--- src/rtl/vpic.sv ---
module vpic #(
  parameter int N_SRC = 8,
  localparam int IW = $clog2(N_SRC)
) (
  input  logic       clk,
  input  logic       rst_n,
  input  logic       wr_en,
  input  logic [1:0] wr_addr,
  input  logic [7:0] wr_data,
  input  logic       rd_en,
  input  logic [7:0] irq_in,
  input  logic       inta_n,
  output logic       irq_out,
  output logic [7:0] data_o,
  output logic       data_oe
);

  logic [N_SRC-1:0] mask_q, isr_q, isr_n;
  logic [4:0]       base_q;
  logic             poll_q;
  logic             inta_q, second_q, drv_q;
  logic [IW-1:0]    cur_id_q;

  logic [N_SRC-1:0] pend, elig;
  logic [IW:0]      isr_lvl;
  logic [IW-1:0]    win_id, isr_top;
  logic             win_any;
  logic             fall, first_ack, eoi_wr, poll_rd, set_req;

  assign pend    = irq_in & ~mask_q;
  assign fall    = !inta_n && inta_q && !poll_q;
  assign first_ack = fall && !second_q;
  assign eoi_wr  = wr_en && (wr_addr == 2'd3) && wr_data[5];
  assign poll_rd = rd_en && poll_q;

  always_comb begin
    isr_lvl = (IW+1)'(N_SRC);
    isr_top = '0;
    for (int i = N_SRC-1; i >= 0; i--)
      if (isr_q[i]) begin
        isr_lvl = (IW+1)'(i);
        isr_top = IW'(i);
      end
  end

  always_comb
    for (int i = 0; i < N_SRC; i++)
      elig[i] = pend[i] && ((IW+1)'(i) < isr_lvl);

  always_comb begin
    win_id  = IW'(N_SRC-1);
    win_any = 1'b0;
    for (int i = N_SRC-1; i >= 0; i--)
      if (elig[i]) begin
        win_id  = IW'(i);
        win_any = 1'b1;
      end
  end

  assign irq_out = win_any;
  assign set_req = (first_ack || poll_rd) && win_any;

  always_comb begin
    isr_n = isr_q;
    if (eoi_wr && |isr_q) isr_n[isr_top] = 1'b0;
    if (set_req)          isr_n[win_id]  = 1'b1;
  end

  always_ff @(posedge clk or negedge rst_n)
    if (!rst_n) begin
      mask_q   <= '1;
      base_q   <= '0;
      poll_q   <= 1'b0;
      isr_q    <= '0;
      inta_q   <= 1'b1;
      second_q <= 1'b0;
      drv_q    <= 1'b0;
      cur_id_q <= '0;
    end else begin
      inta_q <= inta_n;
      isr_q  <= isr_n;
      if (wr_en)
        case (wr_addr)
          2'd0: mask_q <= wr_data[N_SRC-1:0];
          2'd1: base_q <= wr_data[7:3];
          2'd2: poll_q <= wr_data[0];
          default: ;
        endcase
      if (fall) begin
        if (!second_q) begin
          second_q <= 1'b1;
          cur_id_q <= win_id;
        end else begin
          second_q <= 1'b0;
          drv_q    <= 1'b1;
        end
      end else if (inta_n) begin
        drv_q <= 1'b0;
      end
    end

  assign data_oe = (drv_q && !inta_n) || poll_rd;
  assign data_o  = poll_rd ? {win_any, 4'b0000, win_any ? win_id : IW'(0)}
                 : drv_q   ? {base_q, cur_id_q} : 8'h00;

  a_r1_irq_needs_request: assert property (@(posedge clk) disable iff (!rst_n)
    irq_out |-> |(irq_in & ~mask_q));

  a_r9_oe_only_in_cycles: assert property (@(posedge clk) disable iff (!rst_n)
    data_oe |-> (!inta_n || rd_en));

  a_r4_vector_stable: assert property (@(posedge clk) disable iff (!rst_n)
    (data_oe && !rd_en && $past(data_oe) && !$past(rd_en)) |-> $stable(data_o));

  a_r5_first_ack_marks: assert property (@(posedge clk) disable iff (!rst_n)
    (first_ack && win_any && !eoi_wr) |=>
      ($countones(isr_q) == $past($countones(isr_q)) + 1));

  a_r7_eoi_clears_one: assert property (@(posedge clk) disable iff (!rst_n)
    (eoi_wr && |isr_q && !set_req) |=>
      ($countones(isr_q) + 1 == $past($countones(isr_q))));

endmodule

--- config.mk ---
export PLATFORM = sky130hd
export DESIGN_NAME = vpic
export DESIGN_NICKNAME = d
export VERILOG_FILES = /design/src/rtl/vpic.sv
export SDC_FILE = /design/constraint.sdc
export NUM_CORES = 1
export LEC_CHECK = 0
export BUFFER_PORTS_ARGS = -buffer_cell sky130_fd_sc_hd__buf_4
export CAP_MARGIN = 20
export CORE_MARGIN = 2
export CORE_UTILIZATION = 53
export DETAILED_ROUTE_END_ITERATION = 10
export PLACE_DENSITY_LB_ADDON = 0.25
export SLEW_MARGIN = 40
export SYNTH_ARGS = -nofsm -noshare
export SYNTH_HDL_FRONTEND = slang
export SYNTH_SLANG_ARGS = --single-unit
--- constraint.sdc ---
create_clock -name clk -period 2.3 [get_ports clk]
set_clock_uncertainty 0.2 [all_clocks]
set_input_delay 0.115 -clock clk [delete_from_list [all_inputs] [get_ports clk]]
set_output_delay 0.115 -clock clk [all_outputs]
set_load 0.02 [all_outputs]
-- Word-level counts from Yosys, hierarchy flattened
Cells that the tools add are included.
- output and inout port bits: 10
- register bits after elaboration: 28
- word-level logic and storage cells: 106
- muxes and demuxes: 44
- bitwise operators: 6
- eq/ne operators: 4
- order comparisons: 12
- reductions and logical operators: 32
- operators with widths (operator ; count):
    two-way mux 3 bit ; 15
    two-way mux 4 bit ; 8
    two-way mux 8 bit ; 4
    logical AND 1 bit ; 19
    bitwise AND 8 bit ; 2
    less-than comparator 3 x 4 -> 1 bit, first input constant ; 4
    inverter 8 bit ; 2
    two-way mux 1 bit ; 15
    AND reduction 2 bit ; 5
    less-than comparator 1 x 4 -> 1 bit, first input constant ; 2
    less-than comparator 2 x 4 -> 1 bit, first input constant ; 2
    less-than comparator 3 x 4 -> 1 bit, second input constant ; 2
    OR 8 bit ; 1
    OR reduction 8 bit ; 1
    demux 1 bit (select 3 bit) ; 2
    greater-or-equal comparator 3 x 1 -> 1 bit, second input constant ; 2
    == test 2 bit, second input constant ; 2
    logical NOT 1 bit ; 3
    == test 2 x 1 -> 1 bit, second input constant ; 1
    logical NOT 2 bit ; 1
    logical OR 1 bit ; 2
    != test 2 bit, second input constant ; 1
    nonzero test 2 bit ; 1
    inverter 1 bit ; 1

-- Longest topological paths before layout
Gate-level depths: netlist of run 1.
- word-level depth: 23
- mapped depth: 6

-- Worst setup path before layout of run 1
OpenSTA, ideal clock, no wires.
- path type: reg2out
- start point: register isr_q[2]
- end point: output port data_o[2]
- arrival time: 1.741 ns
- path buffers: 0
- cell stages (with the launch flop): 4
- slack: 0.244 ns
- data required time: 1.985 ns
- cell sequence: dfrtp_1 or4_4 o21bai_1 o31ai_1
- longest elaborated chain between the ends: 15
- elaborated cells between the ends (all ways): 34
- classes of those cells: 8 x order compare; 18 x mux; 8 x reduce/logical
- ends and longest elaborated chain (item ; RTL line ; RTL):
    from (decl) ; 18 ; logic [N_SRC-1:0] mask_q, isr_q, isr_n;
    from (signal assigned) ; 81 ; isr_q <= isr_n;
    two-way mux 4 bit (*) (3 in series) ; 40 ; if (isr_q[i]) begin
    less-than comparator 3 x 4 -> 1 bit ; 48 ; elig[i] = pend[i] && ((IW+1)'(i) < isr_lvl);
    logical AND 1 bit ; 48 ;
    two-way mux 1 bit (8 in series) ; 54 ; if (elig[i]) begin
    two-way mux 3 bit (*) ; 103 ; assign data_o = poll_rd ? {win_any, 4'b0000, win_any ? win_id : IW'(0)}
    two-way mux 8 bit (*) ; 103 ;
    to (decl) ; 14 ; output logic [7:0] data_o,
Mark *: on every way between the ends. The rest lies on a longest branch, timed or not.

-- Final worst setup path of run 1
- start point: register isr_q[5]
- end point: output port data_o[0]
- longest elaborated chain between the ends: 18
- elaborated cells between the ends (all ways): 39
- classes of those cells: 8 x order compare; 23 x mux; 8 x reduce/logical
- ends and longest elaborated chain (item ; RTL line):
    two-way mux 4 bit (*) (6 in series) ; 40
    less-than comparator 3 x 4 -> 1 bit ; 48
    logical AND 1 bit ; 48
    two-way mux 1 bit (8 in series) ; 54
    two-way mux 3 bit (*) ; 103
    two-way mux 8 bit (*) ; 103
Marked as above.

==> results list, run 1 <==
* Antenna diodes: 0
* Number of nets produced by synthesis: 160
- For this run the aggregate overflow at the end of global routing stands at 0.
- Along the worst path, the maximum fanout reaches 4.
- Worst slack on hold paths: 0.0161 ns
* EDFF count, synth: 0
- The initialized floorplan defines 19 standard-cell rows.
* Endpoints failing hold: 0
* Synth Warn #: 0
* Avg Synthesized Cell Area: 11.0 um2
- Slowest stage cell on the critical path: dfrtp_1
- Drt via density: 5.76
- Global routing used 23.4% of the available tracks across all layers.
- Initial cell density of the core: 54.9%
- Transition at the pin with the smallest max-transition slack: 0.611 ns
- Buffers placed on the I/O ports in this run total 32.
- Summed over its instances, the top area cell type makes up 31.7% of the synthesized netlist area.
* Library cell occupying the most area in the post-synthesis netlist: dfrtp_1
* Static leakage: 0.000914 uW
- Clock tree from TritonCTS: built
- Final setup TNS: -0.228 ns
- Counting flops and latches in the post-synthesis netlist gives 28.
- VDD sags by at most 0.000757 V.
- The checks that failed: setup timing.
- At the end of routability-driven placement, the weighted congestion stood at 0.832.
* Buffering stage count on the worst path with inverters included: 2
- Flip-flop cell with the highest count after synthesis: dfrtp_1
- The die covers 3270 um2.
- The detail route stage leaves a number of antenna-violating nets equal to 0.
- The number of max-slew violations in the final report is 0.
* Wire length reported by the detailed router: 3.72 mm
- Worst endpoint required time: 1.99 ns
- DRC violations left: 0
* Final setup slack of the worst path: -0.0987 ns
- The critical path is of the reg -> out type.
* Width of the die: 57.2 um
- Routed len/inst: 16.5 um
* Vias after detailed routing: 1301
* Gate Count Post-Synth: 137
- 33 I/O pins were placed.
- Unrepaired setup endpoints after global routing: yes
* Fraction of registers with async set or reset after synthesis: 100%
* CORE AREA: 2730 um2
- The routed design could run at a clock period as short as 2.40 ns.
* Final period util: 104%
* Achievable frequency: 0.417 GHz
- Setup slack, reg-to-reg: 0.18 ns
* Pwr dens: 960 nW/um2
- Number of nets at the end of the flow: 219
- Top area cells in the synthesized netlist: dfrtp_1 32%, dfstp_2 16%, mux2_2 11%, o21ai_0 3.7%, nand2_1 2.8%
* Delay of the slowest cell on the worst path: 0.46 ns
- The critical path goes through or3_4 -> o32ai_4 -> a311o_2 -> inv_2 -> a32o_2 -> buf_6.
- In the final layout, the share of cells above drive strength 1 is 51.3%.
- Final setup violation count: 3
* Run status: complete, but fails checks
- Compared with the post-synthesis result, the final layout area differs by 38.2%.
- DP Wirelength: 2.49 mm
- On the critical path the largest part of the delay comes from compound AO/OA/AOI/OAI gates.
* Most repeated cell in the gate-level netlist after synthesis: dfrtp_1
- Number of clock sinks: 28
- In this run the clock root is driven by a clkbuf_4.
- Height of the chip: 57.2 um
- First-pass iteration count of the detailed router: 4
- Arrival time reported for the critical path endpoint: 2.08 ns
- Number of buffers created by CTS: 3
- After clock tree synthesis, the clock-pin slew on the worst setup and hold paths is 0.15 ns.
- Clock insertion delay at the later pin of the skew report: 0.32 ns
* Iteration-0 DRC count of the detailed router: 45
- Number of global-route vias before repair: 1338
- Path category of the worst min-delay check: in -> async
* H-tree levels: 1
* Share of the yosys chip area belonging to registers: 47.4%
- Worst slew margin: 59.1%
* Count of different cell masters after synthesis: 47
- Number of maximum-capacitance constraint violations: 0
* Post-synthesis instance area: 1500 um2
* Post-synth top cells: 19 x dfrtp_1, 15 x mux2_2, 11 x nand2_1, 11 x o21ai_0, 9 x dfstp_2
* Largest net degree at the start of global routing: 29
- Critical Path Start Type: flop
- The number of antenna violations at the first check in global routing came to 0.
- Critical path endpoint category: output pin
- The clock passes through at most 2 buffers.
- The first global-routing pass estimated 5.97 mm of wire.
-- flip-flops by register name, indices dropped and copies added, names as in the netlist --
| register | cells |
|---|---|
| poll_q | 1 |
| base_q | 5 |
| inta_q | 1 |
| second_q | 1 |
| drv_q | 1 |
| mask_q | 8 |
| isr_q | 8 |
| cur_id_q | 3 |
-- per-layer routing --
metal	part of all wire [%]	vias to the layer above	wire [um]	global-route usage (%)
li1	-	625	-	-
met1	45	632	1680	31.2
met2	48	36	1800	38.3
met3	4.3	8	161	3.85
met4	2.0	0	74	9.63
met5	0	-	0	0
-- stage by stage --
stage | power, uW | std cells | worst slack (ns) | area [um2] | utilization (%)
after floorplan | 1260 | 137 | 0.244 | 1500 | -
after global placement | 1450 | 197 | 0.167 | 1770 | 64.6
after detailed placement | 1470 | 197 | 0.0937 | 1770 | 64.6
after CTS | 1850 | 222 | -0.116 | 2010 | 73.5
after global routing | 2110 | 226 | -0.153 | 2070 | 75.9
final | 1990 | 226 | -0.0987 | 2070 | 75.9
-- path summary, 6_finish.rpt --
check	start	to	cells after the start
max in group asynchronous	rst_n	mask_q[4]$_DFFE_PN1P_	2
min	rst_n	cur_id_q[2]$_DFFE_PN0P_	2
min in group clk	wr_addr[1]	mask_q[3]$_DFFE_PN1P_	3
min reg2reg	cur_id_q[2]$_DFFE_PN0P_	cur_id_q[2]$_DFFE_PN0P_	2
max	isr_q[5]$_DFF_PN0_	data_o[0]	6
max reg2reg	isr_q[1]$_DFF_PN0_	isr_q[1]$_DFF_PN0_	5
-- repair_timing --
item                                    CTS  global route
endpoints found under the setup margin    4             4
pin swaps                                 5             4
hold buffers                             11             0
gates cloned                              0             0
setup buffers                            10             4
endpoints found under the hold margin    45             0
resized for setup                        10             6
-- cell type report --
class	count	area, um2
multi-input combinational	101	813
inverter	4	15.0
clock buffer	4	26.3
sequential	28	714
fill	188	659
tap	31	38.8
timing repair buffer	58	467
-- cell usage in the layout (no fill, tap or decap), drive strengths merged, types with 6 or more instances in the layout --
master	n
dlygate4sd3	11
dfrtp	19
buf	47
dfstp	9
nand2	12
nor2	6
o21ai	13
mux2	15
-- logic make-up after synthesis --
kind of cell           after synthesis  synth area share, %
flip-flops                          28                 47.4
AND/OR/NAND/NOR                     52                 22.9
multiplexers                        15                 11.2
AO/OA/AOI/OAI                       34                 15.9
buffers and inverters                8                 2.50
-- report_power, final --
group	internal (uW)	total, uW	switching (uW)	leakage, uW
Clock	67.8	206	138	0.0000150
Sequential	659	784	124	0.000327
Combinational	513	1000	489	0.000572
Power figures use the tool's default switching activity.
==> inputs of run 2 (changes only) <==
- HOLD_SLACK_MARGIN: not set -> 0.06
==> run 2 against run 1 <==
Hold slack gained 0.089 ns; register-to-register slack about the same; routed wire length up 3.3%; combinational power hardly changed; final area increased by 2.7%; the run still ends with setup timing left; die area unchanged; count of clock-buffer cells in the layout unchanged; critical path depth unchanged; via count is 6.3% higher; sequential share of layout area decreased by 0.91 points; critical endpoint unchanged; setup slack got worse by 0.0058 ns.
==> results list, run 2 (synthesized netlist as in run 1, its figures left out) <==
- In this run the number of H-tree levels came out at 1.
- Endpoints failing hold: 0
- Count of input and output buffers: 32
* Hold path endpoint: isr_q[6]$_DFF_PN0_
* Drt via density: 5.94
- Arrival time reported for the critical path endpoint: 2.09 ns
* Fraction of the core area covered by cells at the end of the flow: 77.9%
- Largest net degree at the start of global routing: 20
- No sink is reached through more buffers than the 2 on the longest clock path.
- The worst register-to-register path ends at cur_id_q[0]$_DFFE_PN0P_.
- Hold timing on the final database bottoms out at a slack of 0.105 ns.
* Number of maximum-capacitance constraint violations: 0
- The worst pin sits at a relative slew slack of 65.9%.
- Number of clock sinks: 28
- Combined global-route utilization of all metal layers: 25.0%
- Compared with the post-synthesis result, the final layout area differs by 41.9%.
- The checks that failed: setup timing.
* Routed len/inst: 16.5 um
- Final period util: 105%
- During I/O placement, the number of pins put on the boundary was 33.
* Leading cell type in the layout, fill and taps excluded: buf_4
- Worst hold path stage count: 5
* Vias after detailed routing: 1383
* Critical Path Start Type: flop
- The analysis attributes to cell leakage a power of 0.000944 uW.
- Setup violations remaining at the end of the flow were counted as 3.
* Placement-stage cell area: 1770 um2
* Clock tree from TritonCTS: built
* Aggregate global routing overflow: 0
- Worst-case setup slack after placement: 0.0937 ns
* Final ANT Viol Nets: 0
* Transition at the pin with the smallest max-transition slack: 0.512 ns
* Top library cells by usage in the layout, fill and taps aside: 46 x buf_4, 17 x dfrtp_1, 17 x dlygate4sd3_1
- For flop-to-flop paths, the worst setup slack is 0.18 ns.
- Counting the fill cells in the layout gives 174.
- The startpoint identified for the worst register-to-register timing path is isr_q[1]$_DFF_PN0_.
- Placement row count: 19
* Pwr dens: 933 nW/um2
- Critical-path maximum fanout: 2
- STA classifies the critical path endpoint as an output pin.
- The worst hold path begins at irq_in[4].
- After clock tree synthesis, the clock-pin slew on the worst setup and hold paths is 0.14 ns.
- Routability-driven placement finished with a final weighted congestion of 0.832.
* Minimum clock period: 2.40 ns
* Wire length of the first global-routing pass: 6.33 mm
- Setup repair after global routing could not meet its margin everywhere.
* Proportion of layout cells with a drive suffix above 1: 50.0%
* Top Registers: isr_q x8, mask_q x8, base_q x5
- The number of antenna violations at the first check in global routing came to 0.
* Worst endpoint required time: 1.99 ns
- The path class of the tightest hold or removal check is in -> reg.
- Number of buffers created by CTS: 3
- Final design instance area without fill: 2130 um2
- Category of the critical setup timing path: reg -> out
- CORE AREA: 2730 um2
* Number of nets at the end of the flow: 226
* Height of the chip: 57.2 um
- Antenna diodes: 0
- In the routed design, unresolved DRC markers number 0.
* Wire length reported by the detailed router: 3.84 mm
- Measured along the x axis, the die boundary spans 57.2 um.
* First-pass iteration count of the detailed router: 4
- Initial cell density of the core: 54.9%
* Number of global-route vias before repair: 1399
- DP Wirelength: 2.49 mm
- Final count of pins violating max slew: 0
- Register-to-Register Path Depth: 5
* Run status: complete, but fails checks
- The worst-case IR drop observed on VDD is 0.000719 V.
- Clock insertion delay at the later pin of the skew report: 0.32 ns
- Setup slack on the critical path of the routed design comes to -0.105 ns.
* CTS root buffer: clkbuf_4
- Iteration-0 DRC count of the detailed router: 35
* Die outline area: 3270 um2
- For this run, the top clock speed supported by timing is 0.416 GHz.
-- run 2: cell count changes in the layout (fill, tap and decap cells not counted) --
cell / previous run / this run
buf_2: 0 / 1
dlygate4sd3_1: 11 / 17
nor3b_2: 1 / 0
nor3b_4: 0 / 1
o32ai_2: 0 / 1
o32ai_4: 1 / 0
or3_2: 0 / 1
or3_4: 2 / 1
-- run 2: what timing repair did --
| action | CTS | global route |
|---|---|---|
| endpoints found under the hold margin | 47 | 0 |
| setup buffers | 10 | 4 |
| hold buffers | 18 | 0 |
| gates resized for setup | 10 | 5 |
| endpoints found under the setup margin | 4 | 7 |
| pin swaps | 5 | 4 |
-- run 2: how the worst max path moves through the flow --
stage / endpoint / startpoint / depth (start not counted) / slack, ns
after floorplan: data_o[2] / isr_q[2]$_DFF_PN0_ / 3 / 0.24
after global placement: data_o[0] / isr_q[4]$_DFF_PN0_ / 6 / 0.17
after detailed placement: data_o[0] / isr_q[4]$_DFF_PN0_ / 6 / 0.09
after CTS: data_o[1] / isr_q[1]$_DFF_PN0_ / 6 / -0.12
after global routing: data_o[0] / isr_q[6]$_DFF_PN0_ / 6 / -0.15
final: data_o[0] / isr_q[6]$_DFF_PN0_ / 6 / -0.10
-- run 2: final cells by class --
type | count | area, um2 | share of cell area [%]
multi-input combinational | 101 | 805 | 37.8
sequential | 28 | 714 | 33.5
timing repair buffer | 65 | 532 | 25.0
tap | 31 | 38.8 | 1.82
clock buffer | 4 | 26.3 | 1.23
inverter | 4 | 15.0 | 0.705
-- run 2: where the power goes --
part	internal [uW]	leakage (uW)	switching, uW
clock	67.8	0.0000150	139
combinational	519	0.000602	479
sequential	659	0.000327	123
-- run 2: per-stage QoR --
step	power (uW)	instances	setup TNS, ns
floorplan	1260	137	0
detailed placement	1470	197	0
CTS	1870	229	-0.367
finish	1990	233	-0.255
global route	2110	233	-0.426
global placement	1450	197	0
-- run 2: per-layer routing --
layer,up-vias,part of all wire (%),track usage [%]
met1,677,43,31.9
met5,-,0,0
met4,0,2.3,10.6
met2,55,50,42.5
li1,641,-,-
met3,10,4.8,3.40
-- run 2: worst max-delay path, cell delays in order (launching register included) --
cell	delay (ns)
dfrtp_1	0.41
or3_4	0.42
o32ai_2	0.30
a311o_2	0.25
inv_2	0.04
a32o_2	0.22
buf_6	0.13
==> inputs of run 3 (changes only) <==
- CORE_MARGIN: 2 -> not set
==> run 3 against run 2 <==
The flow still finishes with violations (setup timing); register-to-register slack improved by 0.07 ns; critical path depth did not move; maximum frequency decreased by 2.1%; hold slack improved by 0.0080 ns.
==> results list, run 3 (synthesized netlist as in run 1, its figures left out) <==
* Run status: complete, but fails checks
* Violated checks: setup timing
- Number of top-level pins: 33
- The via count of the first global-routing pass was 1386.
* Antenna diodes: 0
- First-pass iteration count of the detailed router: 4
* Number of buffers created by CTS: 3
* Crit Reg-Reg Startpoint: isr_q[1]$_DFF_PN0_
* Number of nets at the end of the flow: 217
* Top library cells by usage in the layout, fill and taps aside: 37 x buf_4, 17 x dfrtp_1, 16 x dlygate4sd3_1
* Longest Clk Path Bufs: 2
* Path category of the worst min-delay check: in -> reg
* Clock insertion delay at the later pin of the skew report: 0.34 ns
* DP Wirelength: 2.59 mm
- After detailed routing, the average wire length per cell comes to 17.2 um.
- For the pin with the worst max-slew slack, the measured transition is 0.538 ns.
- Placement row count: 18
- The die covers 3050 um2.
- CORE AREA: 2570 um2
- Vias after detailed routing: 1330
- Entering global routing, the biggest net connects 20 pins.
* Final period util: 107%
- Setup total negative slack on the finished layout was measured at -0.346 ns.
* Combined global-route utilization of all metal layers: 27.1%
- CTS placed an instance of clkbuf_4 at the clock tree root.
* Arrival time reported for the critical path endpoint: 2.14 ns
- The final layout contains routed wiring with a total length of 3.84 mm.
- After layout, the minimum clock period comes to 2.46 ns.
- Iteration-0 DRC count of the detailed router: 40
- Fraction of the core area covered by cells at the end of the flow: 81.6%
- In the final layout, the registers with the most flip-flops are isr_q x8, mask_q x8, base_q x5.
- Weighted congestion reported at the end of routability-driven placement: 0.912
- Clk pin slew, worst setup/hold paths: 0.16 ns
- Worst endpoint required time: 1.99 ns
- The worst setup path is captured at an output pin.
* Critical-path maximum fanout: 5
- Number of antenna violations at the first check in global routing: 0
- Power dissipated by switching net loads: 752 uW
- Width of the die: 55.2 um
- The worst-case IR drop observed on VDD is 0.000808 V.
* Clock tree from TritonCTS: built
- Power spread over the standard cell area amounts to 926 nW/um2.
- Synth-to-layout area growth: 39.5%
- In this run the number of H-tree levels came out at 1.
- The worst hold path begins at irq_in[4].
* Proportion of layout cells with a drive suffix above 1: 48.7%
- The die is 55.2 um tall.
- Static leakage: 0.000897 uW
- The total count of hold-check failures in the final report came to 0.
- Wire length of the first global-routing pass: 6.44 mm
- Pwr Total: 1940 uW
* Final setup violation count: 4
- Category of the critical setup timing path: reg -> out
- The detail route stage leaves a number of antenna-violating nets equal to 0.
- Delay of the slowest cell on the worst path: 0.55 ns
- Number of maximum-capacitance constraint violations: 0
- Setup repair after global routing could not meet its margin everywhere.
- Count of input and output buffers: 32
- Initial cell density of the core: 58.5%
- In this run switching power makes up 38.8% of total power.
* DRC violations left: 0
- Drt via density: 5.96
* Int Power: 1190 uW
- STA classifies the critical path startpoint as a flop.
- The total overflow left after global routing is 0.
- Achievable frequency: 0.407 GHz
* Clock power frac: 11.0%
* Cells along the critical path: or4_4 -> nor2b_4 -> a311o_2 -> inv_2 -> a32o_1 -> buf_4
- The critical path starts at isr_q[0]$_DFF_PN0_.
- Leading cell type in the layout, fill and taps excluded: buf_4
* Worst slew margin: 64.1%
* Slowest stage cell on the critical path: or4_4
- Combinational cells account for 48.2% of the total power.
- Worst-case setup slack after placement: 0.140 ns
- Setup slack on the critical path of the routed design comes to -0.156 ns.
* Sequential fraction of design power: 40.8%
- Number of clock sinks: 28
- The number of max-slew violations in the final report is 0.
## run 3: path summary, 6_finish.rpt
| check | end | slack, ns | depth (start not counted) |
|---|---|---|---|
| setup / recovery | data_o[0] | -0.16 | 6 |
| hold / removal | isr_q[6]$_DFF_PN0_ | 0.11 | 5 |
| setup reg to reg | isr_q[1]$_DFF_PN0_ | 0.25 | 4 |
| hold reg to reg | cur_id_q[0]$_DFFE_PN0P_ | 0.33 | 2 |
| max in group asynchronous | isr_q[1]$_DFF_PN0_ | 1.28 | 3 |
| min in group asynchronous | inta_q$_DFF_PN1_ | 0.14 | 2 |
## run 3: metrics by stage
step	area [um2]	hold slack (ns)	instances
3_5_place_dp	1770	-0.150	197
2_1_floorplan	1500	-0.381	137
6_report	2090	0.113	223
3_3_place_gp	1770	-0.160	197
5_1_grt	2090	0.109	223
4_1_cts	2050	0.0789	223
## run 3: timing repair
action | in CTS | in global routing
gates resized for setup | 13 | 8
setup buffers | 5 | 0
pin swaps | 5 | 3
hold buffers | 17 | 0
setup endpoints to repair | 5 | 5
endpoints found under the hold margin | 47 | 0
## run 3: routing by layer
metal	track usage [%]	wire (um)	vias up	part of all wire, %
li1	-	-	620	-
met1	34.7	1620	654	42
met2	47.0	2000	45	52
met3	2.58	128	11	3.3
met4	11.1	90	0	2.3
met5	0	0	-	0
## run 3: critical path, delay by kind of cell (launching register included)
kind | cells | cell delay, ns
flops | 1 | 0.47
compound gates | 2 | 0.42
buf+inv | 2 | 0.19
simple gates | 2 | 0.72
## run 3: power by group through the flow
| stage | clock network (uW) | registers (uW) | logic, uW |
|---|---|---|---|
| floorplan | 0 | 743 | 513 |
| global placement | 0 | 789 | 676 |
| detailed placement | 0 | 806 | 689 |
| CTS | 217 | 789 | 860 |
| global route | 243 | 815 | 1000 |
| finish | 214 | 792 | 934 |
## run 3: final cells by class
cell class / count / area [um2]
timing repair buffer: 56 / 465
multi-input combinational: 101 / 836
clock buffer: 4 / 26.3
sequential: 28 / 714
tap: 30 / 37.5
fill: 152 / 473
inverter: 4 / 15.0
